$ cat config.mk
export PLATFORM = sky130hd
export DESIGN_NAME = port_pin_ctrl
export DESIGN_NICKNAME = d
export VERILOG_FILES = /design/src/rtl/port_pin_ctrl.sv
export SDC_FILE = /design/constraint.sdc
export NUM_CORES = 1
export LEC_CHECK = 0
export ABC_AREA = 1
export CORE_MARGIN = 2
export CORE_UTILIZATION = 36
export DETAILED_ROUTE_END_ITERATION = 12
export PLACE_DENSITY = 0.83
export SLEW_MARGIN = 20
export SYNTH_ARGS = -nofsm -noshare
export SYNTH_HDL_FRONTEND = slang
export SYNTH_SLANG_ARGS = --single-unit
$ cat constraint.sdc
create_clock -name clk -period 1.1 [get_ports clk]
set_input_delay 0.33 -clock clk [delete_from_list [all_inputs] [get_ports clk]]
set_output_delay 0.33 -clock clk [all_outputs]
set_load 0.01 [all_outputs]
$ cat src/rtl/port_pin_ctrl.sv
`timescale 1ns/1ps
module port_pin_ctrl #(
  parameter int PINS = 8,
  parameter int SELW = 2
) (
  input  logic            clk,
  input  logic            rst_n,
  input  logic            wr_en,
  input  logic [SELW-1:0] wr_sel,
  input  logic [PINS-1:0] wr_data,
  input  logic            pu_off_all,
  input  logic [PINS-1:0] rt_assigned,
  input  logic [PINS-1:0] rt_is_input,
  input  logic [PINS-1:0] rt_out_val,
  input  logic [PINS-1:0] pad_in,
  output logic [PINS-1:0] drv_hi_en,
  output logic [PINS-1:0] drv_lo_en,
  output logic [PINS-1:0] pu_en,
  output logic [PINS-1:0] ibuf_en,
  output logic [PINS-1:0] port_rd,
  output logic [PINS-1:0] skip_mask
);
  localparam logic [SELW-1:0] SEL_DATA  = SELW'(0);
  localparam logic [SELW-1:0] SEL_OMODE = SELW'(1);
  localparam logic [SELW-1:0] SEL_IMODE = SELW'(2);

  logic [PINS-1:0] latch_q, omode_q, imode_q;
  logic [PINS-1:0] sync1_q, sync2_q;
  logic [PINS-1:0] per_in, per_out, level;

  always_ff @(posedge clk or negedge rst_n) begin
    if (!rst_n) begin
      latch_q <= '1;
      omode_q <= '0;
      imode_q <= '1;
    end else if (wr_en) begin
      if (wr_sel == SEL_DATA)  latch_q <= wr_data;
      if (wr_sel == SEL_OMODE) omode_q <= wr_data;
      if (wr_sel == SEL_IMODE) imode_q <= wr_data;
    end
  end

  always_ff @(posedge clk or negedge rst_n) begin
    if (!rst_n) begin
      sync1_q <= '0;
      sync2_q <= '0;
    end else begin
      sync1_q <= pad_in;
      sync2_q <= sync1_q;
    end
  end

  assign per_in  = rt_assigned & rt_is_input;
  assign per_out = rt_assigned & ~rt_is_input;
  assign level   = (per_out & rt_out_val) | (~per_out & latch_q);

  assign drv_hi_en = ~per_in & omode_q & level;
  assign drv_lo_en = ~per_in & ~level;
  assign pu_en     = {PINS{~pu_off_all}} & imode_q & ~drv_lo_en;
  assign ibuf_en   = imode_q;
  assign skip_mask = ~imode_q;
  assign port_rd   = sync2_q & imode_q;

  p_no_crossfire_r5: assert property (@(posedge clk) disable iff (!rst_n)
    (drv_hi_en & drv_lo_en) == '0);
  p_pu_vs_low_r3: assert property (@(posedge clk) disable iff (!rst_n)
    (pu_en & drv_lo_en) == '0);
  p_global_kill_r2: assert property (@(posedge clk) disable iff (!rst_n)
    pu_off_all |-> pu_en == '0);
  p_periph_in_quiet_r6: assert property (@(posedge clk) disable iff (!rst_n)
    ((drv_hi_en | drv_lo_en) & rt_assigned & rt_is_input) == '0);
  p_analog_silent_r8: assert property (@(posedge clk) disable iff (!rst_n)
    ((pu_en | port_rd | ibuf_en) & skip_mask) == '0);
endmodule

; ---- Word-level counts from Yosys, hierarchy flattened
; Cells that the tools add are included.
[word_totals]
input_bits = 46
latch_bits = 0
ram_bits = 0
reg_bits = 40
rom_bits = 0
out_inout_bits = 48
memories = 0
[op_classes]
n_reduce_logical = 4
multipliers = 0
div = 0
bitwise = 18
order_cmp = 0
n_mux = 0
shifts = 0
n_eq_ne = 2
addsub = 0
[op_table]
columns = cell, n
row1 = 8-bit AND, 10
row2 = 8-bit NOT, 6
row3 = 8-bit OR, 1
row4 = 2-bit AND reduction, 3
row5 = 2-bit by 1-bit == test with 1-bit output (second input constant), 1
row6 = 2-bit == test (second input constant), 1
row7 = 2-bit logical NOT, 1
row8 = 1-bit NOT, 1

; ---- Longest topological paths before layout
[logic_depth]
ltp_word = 9
depth_mapped = 6

; ---- Worst setup path before layout
; Ideal clock, no wire load.
[synth_path]
kind = flip-flop to output port
startpoint = reg imode_q[7], in the netlist ibuf_en[7]
endpoint = out pu_en[7]
arrival_time_ns = 0.854
path_slack_ns = -0.084
path_stages_with_launch = 5
required_time_ns = 0.770
path_cell_list = dfstp_2 inv_1 nor2_1 nand2_1 inv_1
[synth_between]
elab_chain_cells = 2
[synth_lines]
columns = element, line
row1 = from (decl), 27  ; logic [PINS-1:0] latch_q, omode_q, imode_q;
row2 = from (signal assigned), 39  ; if (wr_sel == SEL_IMODE) imode_q <= wr_data;
row3 = 8-bit AND (2 in series), 59  ; assign pu_en = {PINS{~pu_off_all}} & imode_q & ~drv_lo_en;
row4 = to (decl), 18  ; output logic [PINS-1:0] pu_en,
; Every way passes these cells.

; ---- Worst setup path after layout
[layout_path]
startpoint = reg imode_q[1], in the netlist ibuf_en[1]
endpoint = out pu_en[1]
; The elaborated chain is that of the path after synthesis.

==> reports/metrics.cfg <==
[die]
fp.dieW_um = 76.3
die_h_um = 76.3
dieArea_um2 = 5820
pin_count = 94
rows = 26
core_area_um2 = 5070
start_util = 0.371

[pwr]
switchingPower_uw = 1320
swShare = 0.300
power_frac_comb = 0.360
power_frac_seq = 0.419
ir_worst_vdd_mv = 0.884
leakagePower_uw = 0.00182
p_total_uw = 4400
cellPowerDensity_nw_per_um2 = 1280
intPower_uw = 3080
p_clk_frac = 0.221

[yosys]
yosysTopAreaCell = dfrtp_1
netlist_instances = 228
synth.avg_cell_area_um2 = 8.25
yosysWarnings = 0
yosys_register_bits = 40
synth.area.top_cells = dfrtp_1 32%, dfstp_2 22%, nand2_1 15%, inv_1 10%, o21ai_2 7.4%
synth_nets = 274
ys_seq_area_frac = 0.543
synth_cell_types = 14
yosysTopAreaCellShare = 0.319
synth_area_um2 = 1880

[clocking]
htree_levels = 2
cts_root_buf = clkbuf_8
clk_pin_slew_ps = 70
clock_path_buffers = 2
cts_tree = yes
clkLatencyLatePin_ps = 280
numCtsBuffers = 5
cts.sinks = 40
holdBufCountCts = 0

[critical_path]
critical_path_class = flip-flop to output port
start_kind = flip-flop
critPathMaxFanout = 3
r2r_end = ibuf_en[3]$_DFFE_PN1P_
reg2reg_slack_ps = 130
end_kind = output port
worstRegToRegCells = 4
timing.rr.start = ibuf_en[3]$_DFFE_PN1P_
worstPathArrival_ps = 1190
critPathRequiredTime_ps = 770

[final_layout]
final_nets = 399
diodes = 0
drive_gt1_frac = 0.571
instances_no_fill = 424
fillerInstances = 447
syn_to_final_growth_pct = 82.0

[route]
drc = 0
routed_wl_um = 5370
route.vias.total = 1875
routed_via_density = 4.42
first_pass_iters = 4
wire_per_inst_um = 12.7
antenna_left = 0
drt_iter0_drc = 88

[global_routing]
grt_pass1_wl_um = 9030
gr-usage-all-layers = 0.194
grt-ovfl-total = 0
grt_pass1_vias = 1965
antenna_found_initial = 0
grt_max_degree = 41

[sta]
skew_ps = 1.72
worst_slew_pin_slew_ps = 213
report.final.slew_viol_count = 0
max_freq_mhz = 658
min_period_ps = 1520
min_period_over_period = 1.38
finalSetupViolCount = 48
fin_ws_ps = -421
grt_setup_unrepaired = yes
holdWs_ps = 21.5
relSlewSlack = 0.858
hold_viol = 0

[status]
outcome = complete, but fails checks
violations = setup timing

[place]
place_ws_ps = -981
finalWeightedCongestion = 0.732
hpwl_um = 3630
port_buffers = 93
post-place-cells = 407

[job]
drv_cap = 0

[worst_hold_path]
hold_path_class = input pin to asynchronous set/reset pin

-- stage by stage --
step | util | instance area, µm² | TNS [ps]
floorplan | - | 1910 | -374
global placement | 0.608 | 3090 | -37380
detailed placement | 0.608 | 3090 | -39080
CTS | 0.654 | 3320 | -16920
global route | 0.675 | 3420 | -19100
finish | 0.675 | 3420 | -16330
-- routing by layer --
metal,up-vias,track usage,wire (µm)
met5,-,0,0
met4,0,0.0382,33
met3,4,0.0509,235
met2,52,0.367,3000
met1,881,0.219,2100
li1,938,-,-
-- power by group through the flow --
stage / sequential (µW) / combinational, µW / clock (µW)
after floorplan: 1850 / 526 / 0
after CTS: 1830 / 1500 / 999
after global placement: 1840 / 1360 / 0
after detailed placement: 1850 / 1390 / 0
final: 1840 / 1580 / 973
after global routing: 1860 / 1720 / 1080
-- cell usage in the layout, fill, tap and decap left out --
| cell | Yosys | final |
|---|---|---|
| clkinv_2 | 0 | 2 |
| dfrtp_1 | 24 | 24 |
| nand2_2 | 2 | 18 |
| nand3_2 | 1 | 16 |
| o21ai_1 | 8 | 8 |
| buf_2 | 0 | 18 |
| nand3_4 | 0 | 1 |
| buf_6 | 3 | 48 |
| nor2_2 | 1 | 9 |
| nor2_1 | 10 | 2 |
| buf_4 | 0 | 7 |
| dfstp_2 | 16 | 16 |
| clkbuf_8 | 0 | 6 |
| nand2_1 | 73 | 55 |
| a21oi_2 | 0 | 7 |
| nand2_4 | 0 | 2 |
| buf_16 | 0 | 1 |
| buf_12 | 0 | 4 |
| dlymetal6s2s_1 | 0 | 4 |
| inv_2 | 0 | 31 |
| inv_1 | 50 | 19 |
| clkdlybuf4s50_1 | 0 | 16 |
| dlygate4sd2_1 | 0 | 24 |
| o21ai_2 | 16 | 16 |
-- layout make-up --
class                   instances  area [µm²]  share of cell area
well taps                      70        87.6              0.0256
repair buffers                122        1210               0.354
flip-flops and latches         40        1020               0.298
clock inverters                 2        10.0             0.00292
inverters                      50         188              0.0548
clock buffers                   6        82.6              0.0241
multi-input cells             134         825               0.241
-- registers in the layout, summed over array words and instances, names as in the netlist --
name     flops
sync2_q      8
latch_q      8
sync1_q      8
omode_q      8
ibuf_en      8
-- synthesized netlist by cell type, drive strengths merged --
master	number
a21oi	7
buf	3
clkbuf	1
dfrtp	24
dfstp	16
inv	50
nand2	75
nand3	17
nor2	11
o21ai	24
-- what timing repair did --
| item | 4_1_cts | 5_1_grt |
|---|---|---|
| gates resized for setup | 300 | 30 |
| endpoints found under the setup margin | 70 | 48 |
| setup buffers | 5 | 5 |
| pin swaps | 36 | 16 |
| cloned | 1 | 0 |
-- how the worst max path moves through the flow --
stage	slack (ps)	end	cells past startpoint	start
6_report	-420	pu_en[1]	5	ibuf_en[1]$_DFFE_PN1P_
5_1_grt	-490	drv_hi_en[7]	5	latch_q[7]$_DFFE_PN1P_
4_1_cts	-420	drv_hi_en[7]	5	latch_q[7]$_DFFE_PN1P_
3_5_place_dp	-980	pu_en[3]	8	rt_is_input[3]
3_3_place_gp	-920	pu_en[2]	8	rt_is_input[2]
2_1_floorplan	-50	pu_en[0]	4	ibuf_en[0]$_DFFE_PN1P_
-- worst max-delay path, stage by stage, from the launching register on --
cell and delay, ps:
dfstp_2 580, inv_2 50, nor2_2 70, nand2_1 70, inv_2 50, buf_6 90
-- logic make-up (layout without fill, tap and decap cells) --
logic type	count (synthesis)	after routing	share of synthesized area
AO/OA/AOI/OAI	31	31	0.114
buffers and inverters	54	180	0.120
flip-flops	40	40	0.543
AND/OR/NAND/NOR	103	103	0.223
Power figures use the tool's default switching activity.
